## src/rtl/otf_pkg.sv

```systemverilog
package otf_pkg;
  // one-hot digit slot positions
  localparam int DIG_M2 = 0;
  localparam int DIG_M1 = 1;
  localparam int DIG_Z  = 2;
  localparam int DIG_P1 = 3;
  localparam int DIG_P2 = 4;
  localparam int NSLOT  = 5;

  typedef enum logic {
    MODE_DIV  = 1'b0,
    MODE_ROOT = 1'b1
  } otf_mode_e;
endpackage

```

## src/rtl/otf_marker.sv

```systemverilog
module otf_marker #(
  parameter int W = 16
) (
  input  logic         clk_i,
  input  logic         rst_ni,
  input  logic         init_i,
  input  logic         adv_i,
  output logic [W-1:0] mark_o,
  output logic         done_o
);
  localparam logic [W-1:0] FIRST = {2'b01, {(W-2){1'b0}}};

  logic [W-1:0] mark_q;

  always_ff @(posedge clk_i or negedge rst_ni) begin
    if (!rst_ni)                mark_q <= FIRST;
    else if (init_i)            mark_q <= FIRST;
    else if (adv_i && |mark_q)  mark_q <= mark_q >> 2;
  end

  assign mark_o = mark_q;
  assign done_o = ~|mark_q;

  p_marker_onehot_r9: assert property (@(posedge clk_i) disable iff (!rst_ni)
    $onehot0(mark_q));

  p_marker_move_r9: assert property (@(posedge clk_i) disable iff (!rst_ni)
    (!init_i && adv_i && |mark_q) |=> (mark_q == ($past(mark_q) >> 2)));
endmodule

```

## src/rtl/otf_regs.sv

```systemverilog
module otf_regs
  import otf_pkg::*;
#(
  parameter int W = 16
) (
  input  logic             clk_i,
  input  logic             rst_ni,
  input  logic             init_i,
  input  logic             adv_i,
  input  logic [NSLOT-1:0] digit_i,
  input  logic [W-1:0]     mark_i,
  output logic [W-1:0]     qp_o,
  output logic [W-1:0]     qn_o
);
  logic [W-1:0] qp_q, qn_q;
  logic [W+1:0] m4, m4_low;
  logic [W-1:0] mask_old, mask_new, qm_cur, m_lo, m_hi;
  logic [W-1:0] qp_nx, qm_nx, qn_nx;

  // recover Q- : bits below the previous digit are zero in Q-
  assign m4       = {mark_i, 2'b00};
  assign m4_low   = m4 - {{(W+1){1'b0}}, 1'b1};
  assign mask_old = ~m4_low[W-1:0];
  assign qm_cur   = ~qn_q & mask_old;
  assign mask_new = ~(mark_i - {{(W-1){1'b0}}, 1'b1});
  assign m_lo     = mark_i;
  assign m_hi     = mark_i << 1;

  // one-hot digit steers the append sources directly
  always_comb begin
    qp_nx = ({W{digit_i[DIG_P2]}} & (qp_q | m_hi))
          | ({W{digit_i[DIG_P1]}} & (qp_q | m_lo))
          | ({W{digit_i[DIG_Z]}}  &  qp_q)
          | ({W{digit_i[DIG_M1]}} & (qm_cur | m_hi | m_lo))
          | ({W{digit_i[DIG_M2]}} & (qm_cur | m_hi));
    qm_nx = ({W{digit_i[DIG_P2]}} & (qp_q | m_lo))
          | ({W{digit_i[DIG_P1]}} &  qp_q)
          | ({W{digit_i[DIG_Z]}}  & (qm_cur | m_hi | m_lo))
          | ({W{digit_i[DIG_M1]}} & (qm_cur | m_hi))
          | ({W{digit_i[DIG_M2]}} & (qm_cur | m_lo));
    qn_nx = ~qm_nx & mask_new;
  end

  always_ff @(posedge clk_i or negedge rst_ni) begin
    if (!rst_ni) begin
      qp_q <= '0;
      qn_q <= '0;
    end else if (init_i) begin
      qp_q <= '0;
      qn_q <= '0;
    end else if (adv_i) begin
      qp_q <= qp_nx;
      qn_q <= qn_nx;
    end
  end

  assign qp_o = qp_q;
  assign qn_o = qn_q;

  p_init_clear_r1: assert property (@(posedge clk_i) disable iff (!rst_ni)
    init_i |=> (qp_q == '0 && qn_q == '0));

  p_hold_r10: assert property (@(posedge clk_i) disable iff (!rst_ni)
    (!init_i && !adv_i) |=> ($stable(qp_q) && $stable(qn_q)));
endmodule

```

## src/rtl/otf_mult.sv

```systemverilog
module otf_mult
  import otf_pkg::*;
#(
  parameter int W  = 16,
  parameter int MW = W + 3
) (
  input  logic                        mode_i,
  input  logic [W-1:0]                qp_i,
  input  logic [W-1:0]                qn_i,
  input  logic [W-1:0]                mark_i,
  input  logic [W-1:0]                divisor_i,
  output logic [NSLOT-1:0][MW-1:0]    mult_o,
  output logic [NSLOT-1:0]            cin_o
);
  localparam int XW = MW - W;

  logic [MW-1:0] qp_x, qn_x, m_x, d_x;
  logic          root;

  assign root = (otf_mode_e'(mode_i) == MODE_ROOT);
  assign qp_x = {{XW{1'b0}}, qp_i};
  // -Q is negative unless Q is zero
  assign qn_x = {{XW{|qn_i}}, qn_i};
  assign m_x  = {{XW{1'b0}}, mark_i};
  assign d_x  = {{XW{1'b0}}, divisor_i};

  assign mult_o[DIG_Z] = '0;
  assign cin_o[DIG_Z]  = 1'b0;

  for (genvar g = 1; g <= 2; g++) begin : g_mag
    logic [MW-1:0] root_pos, root_neg, div_pos, div_neg;
    assign root_pos = ~((qp_x << g) | (m_x << (2 * (g - 1))));
    assign root_neg = ~((qn_x << g) | (m_x << (2 * (g - 1))));
    assign div_pos  = ~(d_x << (g - 1));
    assign div_neg  =  (d_x << (g - 1));
    assign mult_o[DIG_Z + g] = root ? root_pos : div_pos;
    assign mult_o[DIG_Z - g] = root ? root_neg : div_neg;
    assign cin_o[DIG_Z + g]  = 1'b1;
    assign cin_o[DIG_Z - g]  = root;
  end
endmodule

```

## src/rtl/otf_root_gen.sv

```systemverilog
module otf_root_gen
  import otf_pkg::*;
#(
  parameter int NDIG = 8,
  parameter int W    = 2 * NDIG,
  parameter int MW   = W + 3
) (
  input  logic                     clk_i,
  input  logic                     rst_ni,
  input  logic                     init_i,
  input  logic                     step_i,
  input  logic                     mode_i,
  input  logic [NSLOT-1:0]         digit_i,
  input  logic [W-1:0]             divisor_i,
  output logic [W-1:0]             q_pos_o,
  output logic [W-1:0]             q_negn_o,
  output logic                     done_o,
  output logic [NSLOT-1:0][MW-1:0] mult_o,
  output logic [NSLOT-1:0]         cin_o,
  output logic [MW-1:0]            sel_mult_o,
  output logic                     sel_cin_o
);
  logic [W-1:0] mark;
  logic         done, adv;
  logic [W-1:0] neg_sum;

  assign adv = step_i & ~done & ~init_i;

  otf_marker #(.W(W)) u_marker (
    .clk_i  (clk_i),
    .rst_ni (rst_ni),
    .init_i (init_i),
    .adv_i  (adv),
    .mark_o (mark),
    .done_o (done)
  );

  otf_regs #(.W(W)) u_regs (
    .clk_i   (clk_i),
    .rst_ni  (rst_ni),
    .init_i  (init_i),
    .adv_i   (adv),
    .digit_i (digit_i),
    .mark_i  (mark),
    .qp_o    (q_pos_o),
    .qn_o    (q_negn_o)
  );

  otf_mult #(.W(W), .MW(MW)) u_mult (
    .mode_i    (mode_i),
    .qp_i      (q_pos_o),
    .qn_i      (q_negn_o),
    .mark_i    (mark),
    .divisor_i (divisor_i),
    .mult_o    (mult_o),
    .cin_o     (cin_o)
  );

  always_comb begin
    sel_mult_o = '0;
    sel_cin_o  = 1'b0;
    for (int s = 0; s < NSLOT; s++) begin
      sel_mult_o = sel_mult_o | ({MW{digit_i[s]}} & mult_o[s]);
      sel_cin_o  = sel_cin_o  | (digit_i[s] & cin_o[s]);
    end
  end

  assign done_o  = done;
  assign neg_sum = q_pos_o + q_negn_o;

  p_digit_onehot_r8: assert property (@(posedge clk_i) disable iff (!rst_ni)
    (step_i && !done && !init_i) |-> $onehot(digit_i));

  p_negate_r3: assert property (@(posedge clk_i) disable iff (!rst_ni)
    neg_sum == '0);
endmodule

```

## config.mk

```make
export PLATFORM = sky130hd
export DESIGN_NAME = otf_root_gen
export DESIGN_NICKNAME = d
export VERILOG_FILES = /design/src/rtl/otf_pkg.sv /design/src/rtl/otf_marker.sv /design/src/rtl/otf_regs.sv /design/src/rtl/otf_mult.sv /design/src/rtl/otf_root_gen.sv
export SDC_FILE = /design/constraint.sdc
export NUM_CORES = 1
export LEC_CHECK = 0
export CELL_PAD_IN_SITES_DETAIL_PLACEMENT = 0
export CELL_PAD_IN_SITES_GLOBAL_PLACEMENT = 2
export CORE_ASPECT_RATIO = 0.5
export CORE_MARGIN = 10
export CORE_UTILIZATION = 23
export CTS_CLUSTER_DIAMETER = 80
export DETAILED_ROUTE_END_ITERATION = 6
export PLACE_DENSITY_LB_ADDON = 0.1
export SLEW_MARGIN = 40
export SYNTH_ARGS = -nofsm -noshare
export SYNTH_HDL_FRONTEND = slang
export SYNTH_SLANG_ARGS = --single-unit
```

## constraint.sdc

```tcl
create_clock -name clk_i -period 3.5 [get_ports clk_i]
set_input_delay 0.525 -clock clk_i [delete_from_list [all_inputs] [get_ports clk_i]]
set_output_delay 0.525 -clock clk_i [all_outputs]
set_load 0.02 [all_outputs]
```

==> reports/metrics.yaml, run 1 <==
crit_type: "register to primary output"
place_congestion: 0.8307
placed_cells: 788
synthArstFlopShare: 1.000
ys.flop_type: "dfrtp_1"
die_w_um: 196.1
drive_gt1_frac: 0.08291
drv_slew: 0
path_max_fanout: 6
worst-path-buf-inv: 1
postCtsResizedCells: 0
grt_overflow_total: 0
routed_via_density: 5.260
synth_area_leader_cell: "dfrtp_1"
htree_num_levels: 2
routedWlPerCell_um: 24.63
dp_slack_ns: 0.5414
first_pass_iters: 5
min_period_ns: 3.156
ys_top_cells_by_area: "dfrtp_1 (27%), buf_4 (6.9%), nand2_1 (5.5%), mux2i_1 (5.3%), a22oi_1 (4.8%)"
vdd_drop_max_uv: 171.9
synth.avg_cell_area_sq_um: 7.889
root_buffer: "clkbuf_16"
postRouteAntennaNets: 0
rsz0062_at_grt: "no"
clk_pin_slew_ns: 0.06
fin_crit_sh: 0.9017
finalNonFillerCells: 795
antenna_found_initial: 0
met2_usage: 0.2598
clockBufferDepth: 2
grt-busiest-layer: "met1"
synth_edf_count: 0
critPathMaxStageDelay_ns: 0.63
slowest_stage: "clkdlybuf4s50_1"
grtUsageMet1: 0.2614
synth_cell_types: 52
track_usage: 0.1748
postCtsSetupRepairBufs: 0
maxSlewHeadroom: 0.6144
synth.most_common_cell: "nand2_1"
tightest_slew_ns: 0.5785
yosysWarningCount: 0
fmax_ghz: 0.3169
grt_pass1_vias: 4135
start_util: 0.2331
grt_pass1_wl_um: 28500
placed_area_sq_um: 5253
arrival_ns: 2.63
finalWirelength_um: 19580
portBuffers: 152
clk_latency_ns: 0.29
dp_hpwl_um: 15510
yosysTopAreaCellShare: 0.2737
core.rowCount: 32
syn_area_sq_um: 3566
fin_skew_ns: 0.006102
fin_nets: 619
path_cells: "nor4_1 -> nand4_1 -> nor2_1 -> nand2_1 -> nand2_1 -> clkdlybuf4s50_1"
area_delta_synth_final_pct: 51.05
cts.sinks: 40
final_hold_viol_count: 0
cp_data_required_time_ns: 2.97
die_h_um: 108.0
vias: 4182
cts_tree: "built"
power.leakage_nw: 2.210
p_per_area_nw_per_um2: 304.5
ios: 179
drc: 0
grt_max_degree: 41
setup_tns_ns: 0
ys_seq_area_frac: 0.2811
hold_path.class: "primary input to asynchronous set/reset pin"
crit_family: "simple AND/OR/NAND/NOR gates"
first_iter_violations: 379
cp-start-kind: "register"
final_cell_area_sq_um: 5386
end_kind: "primary output"
core_sq_um: 15290
synthTopCellsByCount: "nand2_1 (52), dfrtp_1 (39), nor2_1 (38)"
postCtsHoldBufs: 0
drv_cap: 0
ys_ff_latch: 40
cts_buffers: 5
setup_slack_ns: 0.3440
utilization: 0.3522
grtUsageMet3: 0.03182
syn_inst: 452
diodes: 0
setup_violations: 0
crit_top_cell: "nand2_1"
dieArea_sq_um: 21190
status: "completed"
-- layout make-up --
type	instances	area, sq um
Sequential cell	40	1002
Inverter	7	26.28
Clock buffer	6	128.9
Multi-Input combinational cell	356	2212
Clock inverter	1	5.005
Fill cell	1609	9908
Tap cell	204	255.2
Timing Repair Buffer	181	1757
-- per-layer routing --
| layer | wire [um] | part of all wire |
|---|---|---|
| met1 | 9935 | 0.51 |
| met2 | 8185 | 0.42 |
| met3 | 1371 | 0.070 |
| met4 | 86 | 0.0044 |
| met5 | 0 | 0 |
-- worst register-to-register path, cell delays in order, from the launching register on --
cell and delay (ns):
dfrtp_1 0.51, inv_2 0.16, ha_1 0.34, nor3b_4 0.44, nand2_1 0.22, nor3b_1 0.34, o32ai_1 0.12, a32o_1 0.29
-- per-stage QoR --
step	power (mW)	hold slack, ns
2_1_floorplan	0.8856	0.2294
3_3_place_gp	1.207	0.5663
3_5_place_dp	1.203	0.5538
4_1_cts	1.655	0.2492
5_1_grt	1.711	0.2656
6_report	1.640	0.2273
-- flip-flops by register name, indices dropped and copies added (netlist names) --
signal / flops
u_regs.qn_o: 16
u_marker.mark_o: 8
u_regs.qp_o: 16
-- power breakdown --
group / total, mW / switching (mW) / internal, mW
logic: 0.688 / 0.408 / 0.280
registers: 0.505 / 0.0293 / 0.475
clock network: 0.448 / 0.188 / 0.260
-- kinds of logic after synthesis --
logic type	Yosys count	synth area share
AO/OA/AOI/OAI	174	0.3453
XOR/XNOR	5	0.01228
adder cells (fa/ha/maj)	2	0.007016
buffers and inverters	80	0.1239
flip-flops	40	0.2811
multiplexers	19	0.05333
other	2	0.002106
AND/OR/NAND/NOR	130	0.1751
-- worst paths after layout --
path	cells after the start	startpoint	end	slack, ns
min	1	rst_ni	u_regs.qp_o[8]$_DFFE_PN0P_	0.23
max	6	u_regs.qn_o[5]$_DFFE_PN0P_	sel_mult_o[17]	0.34
min in group clk_i	1	u_marker.mark_o[10]$_DFFE_PN0P_	u_marker.mark_o[10]$_DFFE_PN0P_	0.59
max in group asynchronous	1	rst_ni	u_regs.qn_o[13]$_DFFE_PN0P_	2.90
min reg2reg	1	u_marker.mark_o[10]$_DFFE_PN0P_	u_marker.mark_o[10]$_DFFE_PN0P_	0.59
max reg2reg	7	u_marker.mark_o[2]$_DFFE_PN0P_	u_regs.qn_o[14]$_DFFE_PN0P_	0.97
-- cell usage in the layout, fill, tap and decap left out, types with 3 or more instances in the layout --
| cell | count |
|---|---|
| clkdlybuf4s50_1 | 150 |
| nand2b_1 | 8 |
| or3_1 | 3 |
| o22ai_1 | 17 |
| o211ai_1 | 5 |
| o21ai_1 | 14 |
| o21ai_0 | 12 |
| o2111ai_1 | 4 |
| nand3_1 | 5 |
| or2_1 | 5 |
| a22o_1 | 12 |
| a21oi_1 | 33 |
| inv_1 | 4 |
| conb_1 | 26 |
| a31oi_1 | 4 |
| clkbuf_16 | 5 |
| nor3_1 | 3 |
| a22oi_1 | 23 |
| nand2_1 | 52 |
| buf_4 | 28 |
| o2bb2ai_1 | 14 |
| inv_2 | 3 |
| a32o_1 | 9 |
| xor2_1 | 5 |
| a21boi_1 | 5 |
| nor4_1 | 4 |
| a221oi_1 | 7 |
| a221o_1 | 6 |
| nor2_1 | 38 |
| dfrtp_1 | 39 |
| mux2i_1 | 19 |
Power figures use the tool's default switching activity.
==> run 2, diff against run 1 <==
Settings changed: SETUP_SLACK_MARGIN set to 0.4, SKIP_LAST_GASP set to 1.
==> run 2 against run 1 <==
Core utilization up 0.057 points. Sequential share of layout area about the same. Total power up 0.22%. Cell area rose by 0.16%. Setup slack gained 0.16 ns. Register-to-register slack barely moved. Fmax up 5.2%. Via count barely moved. Sequential cell count unchanged. Combinational power hardly changed. Clock skew is 0.00058 ns lower. Largest power group unchanged. Highest routed layer unchanged.
==> reports/metrics.yaml, run 2 (same netlist as run 1, synthesis figures left out) <==
grt_max_degree: 41
setup_tns_ns: 0
critPathMaxStageDelay_ns: 0.63
grt_overflow_total: 0
worst-path-buf-inv: 1
fin_crit_sh: 0.8571
first_iter_violations: 345
crit_family: "simple AND/OR/NAND/NOR gates"
htree_num_levels: 2
multi_input_area_sq_um: 2221
cts.sinks: 40
final_cell_area_sq_um: 5395
power.leakage_nw: 2.211
crit_type: "register to primary output"
vdd_drop_max_uv: 172.2
postCtsSetupRepairBufs: 0
slowest_stage: "clkdlybuf4s50_1"
track_usage: 0.1745
rsz0062_at_grt: "no"
dieArea_sq_um: 21190
grt_pass1_vias: 4134
drv_cap: 0
routedWlPerCell_um: 24.70
placed_area_sq_um: 5253
final_hold_viol_count: 0
path_cells: "nor4_2 -> nand4_1 -> nor2_2 -> nand2_1 -> nand2_1 -> clkdlybuf4s50_1"
die_h_um: 108.0
cp-start-kind: "register"
end_kind: "primary output"
drive_gt1_frac: 0.08629
fin_skew_ns: 0.005522
status: "completed"
path_max_fanout: 6
fmax_ghz: 0.3333
vias: 4185
cts_tree: "built"
postRouteAntennaNets: 0
layout_common_cells: "clkdlybuf4s50_1 (150), nand2_1 (52), dfrtp_1 (39)"
r2r_slack_ns: 0.97
power_mw: 1.644
root_buffer: "clkbuf_16"
die_w_um: 196.1
drc: 0
area_delta_synth_final_pct: 51.30
antenna_found_initial: 0
p_per_area_nw_per_um2: 304.6
hold_path.class: "primary input to asynchronous set/reset pin"
crit_top_cell: "nand2_1"
clk_pin_slew_ns: 0.06
drv_slew: 0
finalWirelength_um: 19640
place_congestion: 0.8307
core_sq_um: 15290
cp_data_required_time_ns: 2.97
fill_cells: 1606
register_area_sq_um: 1002
maxSlewHeadroom: 0.6150
fin_nets: 619
clk_latency_ns: 0.29
min_period_ns: 3.000
arrival_ns: 2.47
routed_via_density: 5.264
tightest_slew_ns: 0.5775
grt_pass1_wl_um: 28470
cts_buffers: 5
diodes: 0
final_common_cell: "clkdlybuf4s50_1"
dp_hpwl_um: 15510
clockBufferDepth: 2
ios: 179
core.rowCount: 32
first_pass_iters: 5
portBuffers: 152
start_util: 0.2331
setup_violations: 0
-- run 2: per-layer routing --
layer | share of wire | track usage
met1 | 0.51 | 0.2603
met2 | 0.42 | 0.2602
met3 | 0.066 | 0.03182
met4 | 0.0044 | 0.02113
met5 | 0 | 0
-- run 2: layout make-up --
cell class / count / share of cell area
multi-input combinational: 356 / 0.4116
inverter: 7 / 0.004870
timing repair buffer: 181 / 0.3256
clock buffer: 6 / 0.02389
clock inverter: 1 / 0.0009276
sequential: 40 / 0.1858
tap: 204 / 0.04731
-- run 2: worst paths after layout --
path                                                  from                               to  cells past startpoint
setup reg to reg            u_marker.mark_o[2]$_DFFE_PN0P_      u_regs.qn_o[14]$_DFFE_PN0P_                      7
hold / removal                                      rst_ni       u_regs.qn_o[5]$_DFFE_PN0P_                      1
hold reg to reg            u_marker.mark_o[10]$_DFFE_PN0P_  u_marker.mark_o[10]$_DFFE_PN0P_                      1
setup / recovery                u_regs.qn_o[5]$_DFFE_PN0P_                   sel_mult_o[17]                      6
max in group asynchronous                           rst_ni      u_regs.qn_o[13]$_DFFE_PN0P_                      1
min in group clk_i         u_marker.mark_o[10]$_DFFE_PN0P_  u_marker.mark_o[10]$_DFFE_PN0P_                      1
-- run 2: metrics by stage --
step | cells | setup slack (ns) | util | hold WS (ns)
after CTS | 795 | 0.4315 | 0.3526 | 0.2492
after floorplan | 476 | 0.8931 | - | 0.2294
after global routing | 795 | 0.4070 | 0.3527 | 0.2656
final | 795 | 0.5000 | 0.3527 | 0.2270
after global placement | 788 | 0.5237 | 0.3433 | 0.5663
after detailed placement | 788 | 0.5414 | 0.3434 | 0.5538
-- run 2: repair_timing --
action                                  CTS  global route
hold buffers                              0             0
endpoints found under the setup margin    1             1
gates resized for setup                   1             1
-- run 2: where the power goes --
group          internal (mW)  switching [mW]  total (mW)  leakage (nW)
clock                  0.260           0.189       0.449        0.0667
sequential             0.475          0.0292       0.504         0.550
combinational          0.280           0.410       0.690          1.59
total                   1.01           0.629        1.64          2.21
-- run 2: worst register-to-register path: cells and delay by family, from the launching register on --
family	cells	cell delay [ns]
compound gates	2	0.41
fa+ha+maj	1	0.34
buf+inv	1	0.16
flops	1	0.50
simple gates	3	1.00
